===== src/rtl/flash_pf_pkg.sv =====
package flash_pf_pkg;

   typedef enum logic [1:0] {
      XS_BYTE = 2'd0,
      XS_HALF = 2'd1,
      XS_WORD = 2'd2,
      XS_WRD2 = 2'd3
   } xfer_size_e;

   // Computed array content: byte at flash offset a
   function automatic logic [7:0] array_byte(input logic [31:0] a);
      logic [7:0] lo;
      logic [7:0] hi;
      lo = a[7:0] ^ 8'h5C;
      hi = a[15:8] * 8'd37;
      return lo + hi;
   endfunction

endpackage


===== src/rtl/flash_line_array.sv =====
module flash_line_array #(
   parameter int unsigned FLASH_AW  = 10,
   parameter int unsigned WS_W      = 4,
   parameter int unsigned LINE_BITS = 128
) (
   input  logic                 clk,
   input  logic                 rst_n,
   input  logic                 start_i,
   input  logic [FLASH_AW-1:0]  start_base_i,
   input  logic [WS_W-1:0]      start_ws_i,
   input  logic                 cancel_i,
   output logic                 busy_o,
   output logic                 done_o,
   output logic [FLASH_AW-1:0]  base_o,
   output logic [LINE_BITS-1:0] line_o
);
   import flash_pf_pkg::*;

   localparam int unsigned LBYTES = LINE_BITS / 8;

   logic                busy_q;
   logic [WS_W-1:0]     cnt_q;
   logic [FLASH_AW-1:0] base_q;

   always_ff @(posedge clk) begin
      if (!rst_n) begin
         busy_q <= 1'b0;
         cnt_q  <= '0;
         base_q <= '0;
      end else if (cancel_i) begin
         busy_q <= 1'b0;
      end else if (start_i) begin
         busy_q <= 1'b1;
         cnt_q  <= start_ws_i;
         base_q <= start_base_i;
      end else if (busy_q) begin
         if (cnt_q == '0) busy_q <= 1'b0;
         else             cnt_q  <= cnt_q - 1'b1;
      end
   end

   assign busy_o = busy_q;
   assign done_o = busy_q && (cnt_q == '0);
   assign base_o = base_q;

   for (genvar i = 0; i < LBYTES; i++) begin : g_byte
      logic [FLASH_AW-1:0] ofs;
      assign ofs = base_q + FLASH_AW'(i);
      assign line_o[8*i +: 8] = array_byte(32'(ofs));
   end

endmodule


===== src/rtl/line_buffer_pair.sv =====
module line_buffer_pair #(
   parameter int unsigned FLASH_AW  = 10,
   parameter int unsigned LINE_BITS = 128
) (
   input  logic                       clk,
   input  logic                       rst_n,
   input  logic                       flush_i,
   input  logic                       wr_en_i,
   input  logic                       wr_sel_i,
   input  logic [FLASH_AW-1:0]        wr_tag_i,
   input  logic [LINE_BITS-1:0]       wr_line_i,
   input  logic [FLASH_AW-1:0]        look_tag_i,
   output logic                       hit_o,
   output logic                       hit_sel_o,
   output logic [LINE_BITS-1:0]       hit_line_o,
   output logic [1:0]                 valid_o,
   output logic [1:0][FLASH_AW-1:0]   tags_o
);

   logic [1:0]                 hit_vec;
   logic [1:0][LINE_BITS-1:0]  lines;

   for (genvar b = 0; b < 2; b++) begin : g_buf
      logic                 v_q;
      logic [FLASH_AW-1:0]  t_q;
      logic [LINE_BITS-1:0] d_q;

      always_ff @(posedge clk) begin
         if (!rst_n) begin
            v_q <= 1'b0;
            t_q <= '0;
            d_q <= '0;
         end else if (flush_i) begin
            v_q <= 1'b0;
         end else if (wr_en_i && (wr_sel_i == b[0])) begin
            v_q <= 1'b1;
            t_q <= wr_tag_i;
            d_q <= wr_line_i;
         end
      end

      assign valid_o[b] = v_q;
      assign tags_o[b]  = t_q;
      assign lines[b]   = d_q;
      assign hit_vec[b] = v_q && (t_q == look_tag_i);
   end

   assign hit_o      = |hit_vec;
   assign hit_sel_o  = hit_vec[1];
   assign hit_line_o = hit_vec[1] ? lines[1] : lines[0];

endmodule


===== src/rtl/lane_extract.sv =====
module lane_extract #(
   parameter int unsigned LINE_BITS = 128,
   parameter int unsigned WI_W      = 2
) (
   input  logic [LINE_BITS-1:0] line_i,
   input  logic [WI_W-1:0]      word_idx_i,
   input  logic [1:0]           off_i,
   input  logic [1:0]           size_i,
   output logic [31:0]          data_o
);
   import flash_pf_pkg::*;

   logic [31:0] word;
   logic [31:0] sh_b;
   logic [31:0] sh_h;

   assign word = line_i[32*word_idx_i +: 32];
   assign sh_b = word >> {off_i, 3'b000};
   assign sh_h = word >> {off_i[1], 4'b0000};

   always_comb begin
      case (xfer_size_e'(size_i))
         XS_BYTE: data_o = {24'd0, sh_b[7:0]};
         XS_HALF: data_o = {16'd0, sh_h[15:0]};
         default: data_o = word;
      endcase
   end

endmodule


===== src/rtl/flash_prefetch_accel.sv =====
module flash_prefetch_accel #(
   parameter int unsigned ADDR_W    = 20,
   parameter int unsigned FLASH_AW  = 10,
   parameter int unsigned LINE_BITS = 128,
   parameter int unsigned WS_W      = 4
) (
   input  logic              clk,
   input  logic              rst_n,
   input  logic [WS_W-1:0]   cfg_wait,
   input  logic              cfg_narrow,
   input  logic              cfg_seq_off,
   input  logic              rd_req,
   input  logic [ADDR_W-1:0] rd_addr,
   input  logic [1:0]        rd_size,
   output logic              rd_ready,
   output logic [31:0]       rd_data
);

   localparam int unsigned WORDS = LINE_BITS / 32;
   localparam int unsigned WI_W  = $clog2(WORDS);
   localparam int unsigned CFG_W = WS_W + 2;

   if (!(LINE_BITS == 64 || LINE_BITS == 128)) begin : g_bad_line
      $error("LINE_BITS must be 64 or 128");
   end
   if (FLASH_AW < 5 || FLASH_AW > ADDR_W || ADDR_W > 32) begin : g_bad_addr
      $error("need 5 <= FLASH_AW <= ADDR_W <= 32");
   end

   logic            narrow_eff;
   logic [WI_W-1:0] word_idx;

   if (LINE_BITS == 128) begin : g_dual
      assign narrow_eff = cfg_narrow;
      assign word_idx   = cfg_narrow ? {1'b0, rd_addr[2]} : rd_addr[3:2];
   end else begin : g_narrow
      assign narrow_eff = 1'b1;
      assign word_idx   = rd_addr[2];
   end

   logic [FLASH_AW-1:0] flash_addr;
   logic [FLASH_AW-1:0] line_base;
   logic [FLASH_AW-1:0] line_step;
   assign flash_addr = rd_addr[FLASH_AW-1:0];
   assign line_base  = narrow_eff ? {flash_addr[FLASH_AW-1:3], 3'b000}
                                  : {flash_addr[FLASH_AW-1:4], 4'b0000};
   assign line_step  = narrow_eff ? FLASH_AW'(8) : FLASH_AW'(16);

   // configuration tracking
   logic [CFG_W-1:0] cfg_now;
   logic [CFG_W-1:0] cfg_q;
   logic             cfg_chg;
   logic             seq_on;
   assign cfg_now = {cfg_wait, narrow_eff, cfg_seq_off};
   assign cfg_chg = (cfg_now != cfg_q);
   assign seq_on  = !cfg_seq_off;

   // array and buffers
   logic                       fa_start;
   logic [FLASH_AW-1:0]        fa_start_base;
   logic                       fa_busy;
   logic                       fa_done;
   logic [FLASH_AW-1:0]        fa_base;
   logic [LINE_BITS-1:0]       fa_line;
   logic                       bh_hit;
   logic                       bh_sel;
   logic [LINE_BITS-1:0]       bh_line;
   logic [1:0]                 buf_valid;
   logic [1:0][FLASH_AW-1:0]   buf_tags;

   // control state
   logic                cur_v;
   logic                cur_buf;
   logic [FLASH_AW-1:0] cur_base;
   logic                fa_dem_q;
   logic                fa_buf_q;

   logic                hit;
   logic                dem_done;
   logic                miss_issue;
   logic                pf_issue;
   logic [FLASH_AW-1:0] pf_target;
   logic                other_has;
   logic                buf_wr;
   logic                buf_flush;

   assign pf_target  = cur_base + line_step;
   assign other_has  = buf_valid[!cur_buf] && (buf_tags[!cur_buf] == pf_target);
   assign hit        = bh_hit && seq_on && !cfg_chg;
   assign dem_done   = fa_done && fa_dem_q && !cfg_chg;
   assign miss_issue = rd_req && !hit && !fa_busy && !cfg_chg;
   assign pf_issue   = seq_on && cur_v && !other_has && !fa_busy
                       && !cfg_chg && !miss_issue;
   assign fa_start      = miss_issue || pf_issue;
   assign fa_start_base = miss_issue ? line_base : pf_target;
   assign buf_wr        = fa_done && seq_on && !cfg_chg;
   assign buf_flush     = cfg_chg || miss_issue;

   flash_line_array #(
      .FLASH_AW (FLASH_AW),
      .WS_W     (WS_W),
      .LINE_BITS(LINE_BITS)
   ) u_array (
      .clk         (clk),
      .rst_n       (rst_n),
      .start_i     (fa_start),
      .start_base_i(fa_start_base),
      .start_ws_i  (cfg_wait),
      .cancel_i    (cfg_chg),
      .busy_o      (fa_busy),
      .done_o      (fa_done),
      .base_o      (fa_base),
      .line_o      (fa_line)
   );

   line_buffer_pair #(
      .FLASH_AW (FLASH_AW),
      .LINE_BITS(LINE_BITS)
   ) u_bufs (
      .clk       (clk),
      .rst_n     (rst_n),
      .flush_i   (buf_flush),
      .wr_en_i   (buf_wr),
      .wr_sel_i  (fa_buf_q),
      .wr_tag_i  (fa_base),
      .wr_line_i (fa_line),
      .look_tag_i(line_base),
      .hit_o     (bh_hit),
      .hit_sel_o (bh_sel),
      .hit_line_o(bh_line),
      .valid_o   (buf_valid),
      .tags_o    (buf_tags)
   );

   always_ff @(posedge clk) begin
      if (!rst_n) begin
         cfg_q    <= '0;
         cur_v    <= 1'b0;
         cur_buf  <= 1'b0;
         cur_base <= '0;
         fa_dem_q <= 1'b0;
         fa_buf_q <= 1'b0;
      end else begin
         cfg_q <= cfg_now;
         if (fa_start) begin
            fa_dem_q <= miss_issue;
            fa_buf_q <= miss_issue ? 1'b0 : !cur_buf;
         end
         if (buf_flush) begin
            cur_v <= 1'b0;
         end else if (hit) begin
            cur_v    <= 1'b1;
            cur_buf  <= bh_sel;
            cur_base <= line_base;
         end else if (dem_done && seq_on) begin
            cur_v    <= 1'b1;
            cur_buf  <= fa_buf_q;
            cur_base <= fa_base;
         end
      end
   end

   assign rd_ready = rd_req && (hit || dem_done);

   lane_extract #(
      .LINE_BITS(LINE_BITS),
      .WI_W     (WI_W)
   ) u_lanes (
      .line_i    (hit ? bh_line : fa_line),
      .word_idx_i(word_idx),
      .off_i     (rd_addr[1:0]),
      .size_i    (rd_size),
      .data_o    (rd_data)
   );

endmodule


===== config.mk =====
export PLATFORM = sky130hd
export DESIGN_NAME = flash_prefetch_accel
export DESIGN_NICKNAME = d
export VERILOG_FILES = /design/src/rtl/flash_pf_pkg.sv /design/src/rtl/flash_line_array.sv /design/src/rtl/line_buffer_pair.sv /design/src/rtl/lane_extract.sv /design/src/rtl/flash_prefetch_accel.sv
export SDC_FILE = /design/constraint.sdc
export NUM_CORES = 1
export LEC_CHECK = 0
export CORE_MARGIN = 4
export CORE_UTILIZATION = 52
export DETAILED_ROUTE_END_ITERATION = 10
export PLACE_DENSITY_LB_ADDON = 0.08
export SKIP_LAST_GASP = 1
export SYNTH_ARGS = -nofsm -noshare
export SYNTH_HDL_FRONTEND = slang
export SYNTH_SLANG_ARGS = --single-unit

===== constraint.sdc =====
create_clock -name clk -period 5.68 [get_ports clk]
set_clock_uncertainty 0.15 [all_clocks]
set_input_delay 0.852 -clock clk [delete_from_list [all_inputs] [get_ports clk]]
set_output_delay 0.852 -clock clk [all_outputs]
set_load 0.02 [all_outputs]

== Word level (Yosys, flattened, before mapping) ==
Cells that the tools add are included.

* $lt $le $gt $ge: 1
* Muxes and demuxes: 24
* $mul: 16
* Reduce and logical (&&, ||, !) cells: 44
* Bitwise logic cells: 20
* Shift operators: 3
* Equal/unequal tests: 6
* Add/subtract/negate cells: 33

{| class="wikitable"
|+ Operator list
! kind !! count
|-
| $mux 128 || 2
|-
| $add 8x8->8 || 16
|-
| $mul 2x6->8 const B || 16
|-
| $shiftx 128x8->32 || 1
|-
| $add 10x4->10 const B || 8
|-
| $not 4->4 || 16
|-
| $pmux 32 s2 || 1
|-
| $mux 10 || 5
|-
| $add 10x3->10 const B || 4
|-
| $shr 32x5->16 || 1
|-
| $shr 32x5->8 || 1
|-
| $eq 10x10->1 || 3
|-
| $logic_and 1x1->1 || 22
|-
| $add 10x2->10 const B || 2
|-
| $mux 4 || 4
|-
| $add 10x1->10 const B || 1
|-
| $add 10x5->10 || 1
|-
| $mux 1 || 10
|-
| $reduce_and 2->1 || 4
|-
| $logic_not 1->1 || 7
|-
| $ne 6x6->1 || 1
|-
| $reduce_or 2->1 || 3
|-
| $mux 5 || 1
|-
| $logic_not 4->1 || 1
|-
| other kinds (10) || 16
|}

* Register bits: 313
* Output and inout bits: 33

== Logic depth before layout (Yosys ltp) ==
* Depth after elaboration: 15
* Gate-level depth with buffers: 20
* Depth with buffers taken out: 19

== By module ==
Synthesis repeated with hierarchy kept, for this count alone.

* Cells, all modules: 2642
* Area, all modules: 23258.6 um^2

{| class="wikitable"
|+ Modules (own cells, without submodules)
! module !! times used !! area an instance (um^2) !! seq. area each (um^2) !! cells each
|-
| line_buffer_pair || 1 || 11987.7 || 5565.3 || 1381
|-
| flash_line_array || 1 || 6695.2 || 300.3 || 802
|-
| flash_prefetch_accel || 1 || 3009.1 || 400.4 || 313
|-
| lane_extract || 1 || 1566.5 || 0.0 || 146
|}

== Worst setup path after synthesis ==
No wires, ideal clock.

* Path type: register -> output
* Start point: reg u_array.base_q[2], in the netlist u_array.base_o[2]
* End point: out rd_data[7]
* Setup slack: -0.088 ns
* Arrival: 4.766 ns
* Cell stages (with the launch flop): 20
* Buffers on the path: 2
* Cell sequence: dfxtp_1 > clkbuf_1 > inv_1 > ha_1 > clkbuf_1 > nor2b_1 > o21bai_1 > xnor2_1 > inv_1 > ha_1 > ha_1 > fa_1 > a21o_1 > a41o_1 > and3_1 > o211a_1 > o311a_1 > o21ai_0 > nand4_1 > a211oi_1

* Word-level cells in the longest chain between the ends: 7

{| class="wikitable"
|+ Ends and longest elaborated chain
! what !! RTL line !! RTL
|-
| from (decl) || flash_line_array.sv:23 || <nowiki>logic [FLASH_AW-1:0] base_q;</nowiki>
|-
| from (signal assigned) || flash_line_array.sv:35 || <nowiki>base_q <= start_base_i;</nowiki>
|-
| $add 10x3->10, or another cell as far along || flash_line_array.sv:48 || <nowiki>assign ofs = base_q + FLASH_AW'(i);</nowiki>
|-
| $mul 2x6->8 / $not 4->4 (equally long branches) || n/a ||
|-
| $add 8x8->8 || flash_pf_pkg.sv:16 || <nowiki>return lo + hi;</nowiki>
|-
| $mux 128 (*) || flash_prefetch_accel.sv:169 || <nowiki>.line_i (hit ? bh_line : fa_line),</nowiki>
|-
| $shiftx 128x8->32 (*) || lane_extract.sv:17 || <nowiki>assign word = line_i[32*word_idx_i +: 32];</nowiki>
|-
| $shr 32x5->16 / $shr 32x5->8 (equally long branches) || lane_extract.sv:19, lane_extract.sv:18 ||
|-
| $pmux 32 s2 (*) || lane_extract.sv:22 || <nowiki>case (xfer_size_e'(size_i))</nowiki>
|-
| to (decl) || flash_prefetch_accel.sv:16 || <nowiki>output logic [31:0] rd_data</nowiki>
|}

Mark *: on every way between the ends. The rest lies on a longest branch, timed or not.

== Final worst setup path ==
* Start point: reg u_array.base_q[2], in the netlist u_array.base_o[2]
* End point: out rd_data[6]

The elaborated chain is that of the path after synthesis.

==> qor.txt <==
status: finished clean
largest net degree at the start of global routing: 105
Mapped Area: 0.02232 mm2
placed cell count: 3,253
design area: 0.02672 mm2
Register-to-Register Path Depth: 18
Synth cell types: 89
Final Setup Violations: 0
leakage: 11.44 nW
total of max-cap violations: 0
antenna cells: 0
DP HPWL: 53.41 mm
floorplan core area: 0.04223 mm2
DR pass1 iterations: 6
Mapped Cells: 2,580
share of cells above drive strength 1: 20.14%
slew at the pin with the worst max-slew slack: 952.6 ps
Clock Path Buffers: 3
Clock Root Buffer: clkbuf_16
Critical Path Start Type: register
r2r setup slk: 1960 ps
Crit Reg-Reg Endpoint: u_bufs.g_buf[1].d_q[15]$_SDFFE_PN0P_
Slew Viols, Final: 0
period utilization: 99.76%
Finished Layout Cells: 3,334
vias in the first global route: 19,093
largest area contributor in the netlist: dfxtp_1
critical path class: register to primary output
H-tree Lvls: 2
worst hold path type: register to register
total vias in the final route: 19,588
initial drt markers: 1,398
share of flip-flops with an asynchronous set or reset: 0%
DIE AREA: 0.04630 mm2
Synth area leaders: dfxtp_1 28%, ha_1 11%, nand2_1 9.2%
WP data arrival: 4660 ps
Hold Crit Depth: 2
main flop type after synthesis: dfxtp_1
Power, Total: 4.915 mW
grt ovf: 0
power per cell area: 184.0 mW/mm2
Syn Area/Cell: 8.650 um2
Total Nets Final: 3,009
first-pass GRT wire length: 111.7 mm
io pins: 64
Final ANT Viol Nets: 0
Starting Density: 52.85%
Post-Route WL: 72.07 mm
Worst slew margin: 36.49%
register area share after synthesis: 28.08%
Via density: 5.875
dpl cell area: 0.02483 mm2
RSZ-0062 raised after global routing: true
Area Overhead vs Synth: 19.72%
FMAX: 176.5 MHz
commonest non-fill, non-tap cell in the layout: nand2_1
syn nets: 2,818
number of synthesized register bits: 313
Worst EP required: 4680 ps
DRC: 0
Max VDD drop: 0.0001977 V
Clock Sinks: 313
CP endpoint kind: primary output
worst reg2reg startpoint: u_array.base_o[4]$_SDFFE_PN0P_
commonest non-fill, non-tap cells in the layout: 544 x nand2_1, 305 x dfxtp_1, 275 x buf_4, 177 x ha_1, 144 x xnor2_1
GRT Util Overall: 30.51%
top cell type's share of synthesized area: 28.08%
Hold Crit Endpoint: u_bufs.g_buf[1].d_q[12]$_SDFFE_PN0P_
initial antenna violation count: 0
Worst-path clk slew: 60 ps
Final Critical Period: 5666 ps
CTS tree: done
RePlAce Congestion: 0.9510
Clock Latency Late Sink: 560 ps
die outline height: 215.2 um
setup TNS after final layout: 0 ps
Synth Warn #: 0
TritonCTS Buffers: 37
hold path startpoint: u_bufs.g_buf[1].d_q[12]$_SDFFE_PN0P_
EDFF count, synth: 0
die width: 215.2 um
crit path max fanout: 6
drt wl/cell: 21.62 um
IO buf count: 53
final hold violations: 0
# rows: 75
-- flip-flops by register name, summed over array words and instances (netlist names) --
register,flops
cur_base,10
cur_v,1
u_bufs.g_buf.t_q,20
u_bufs.g_buf.d_q,256
fa_buf_q,1
u_bufs.g_buf.v_q,2
fa_dem_q,1
u_array.base_o,10
cur_buf,1
u_array.busy_o,1
cfg_q,6
u_array.cnt_q,4
-- cell type report --
type | count | area, um2
Clock buffer | 52 | 1042
Clock inverter | 11 | 117.6
Fill cell | 3617 | 15510
Inverter | 72 | 272.8
Multi-Input combinational cell | 2015 | 15660
Sequential cell | 313 | 6286
Tap cell | 539 | 674.4
Timing Repair Buffer | 332 | 2671
-- worst max-delay path by stage --
stage	startpoint	end	slack (ps)	cells after the start
after global routing	u_array.base_o[2]$_SDFFE_PN0P_	rd_data[15]	-180	22
after detailed placement	u_array.base_o[3]$_SDFFE_PN0P_	rd_data[7]	-130	18
final	u_array.base_o[2]$_SDFFE_PN0P_	rd_data[6]	10	18
after CTS	u_array.base_o[4]$_SDFFE_PN0P_	rd_data[7]	-120	18
after floorplan	u_array.base_o[2]$_SDFFE_PN0P_	rd_data[7]	90	19
after global placement	u_array.base_o[3]$_SDFFE_PN0P_	rd_data[7]	-60	18
-- metal layers --
layer	vias up	GRT usage [%]	routed length [um]
li1	9323	-	-
met1	9505	41.38	31510
met2	633	49.98	33260
met3	127	5.819	5100
met4	0	8.568	2203
met5	-	0	0
-- worst max-delay path, cell delays in order (launching register included) --
cell and delay, ps:
dfxtp_2 340, inv_2 70, buf_4 130, ha_1 220
a21oi_2 160, nor2_1 60, xor2_1 220, ha_1 290
buf_4 140, ha_1 280, a21o_1 180, a21oi_1 180
nor2b_1 70, o21a_1 180, xnor2_1 150, mux4_2 560
o2bb2ai_1 190, a2111oi_4 440, buf_4 220
-- timing repair --
item	CTS	global route
gates cloned	0	0
hold buffers	0	0
buffers inserted	6	12
pin swaps	15	26
resized for setup	105	106
setup endpoints to repair	23	22
endpoints found under the hold margin	0	0
-- cell families (layout without fill, tap and decap cells) --
family | Yosys count | after routing | synth area share (%)
adders and majority gates | 207 | 207 | 12.18
muxes | 124 | 124 | 10.15
AOI/OAI and AO/OA | 575 | 575 | 18.42
xor gates and xnor gates | 237 | 237 | 9.548
and+or+nand+nor | 872 | 872 | 16.96
DFF | 313 | 313 | 28.08
buffers and inverters | 252 | 467 | 4.670
-- Yosys cell counts, types with 24 or more instances --
master and count:
a211oi_1 24, o211a_1 70, a21o_1 26, a21boi_0 145, nand3_1 25, nor2_1 127, xnor2_1 160, and2_1 72
mux2i_1 44, inv_1 71, a21oi_1 94, o21ai_0 93, ha_1 190, nand2_1 547, xor2_1 73, dfxtp_1 313
mux4_2 62, clkbuf_1 131
-- power breakdown --
part	internal [mW]	switching [mW]
sequential	2.20	0.00227
clock	1.33	0.976
combinational	0.167	0.242
total	3.70	1.22
-- per-stage QoR --
step	util (%)	hold slack (ps)	setup slack, ps
after global routing	63.27	325.3	-182.5
after CTS	62.15	306.7	-124.5
after floorplan	-	281.7	90.29
final	63.27	305.7	13.74
after global placement	58.81	289.9	-62.87
after detailed placement	58.81	298.5	-134.0
No activity file was read; power rests on OpenSTA's default activity.
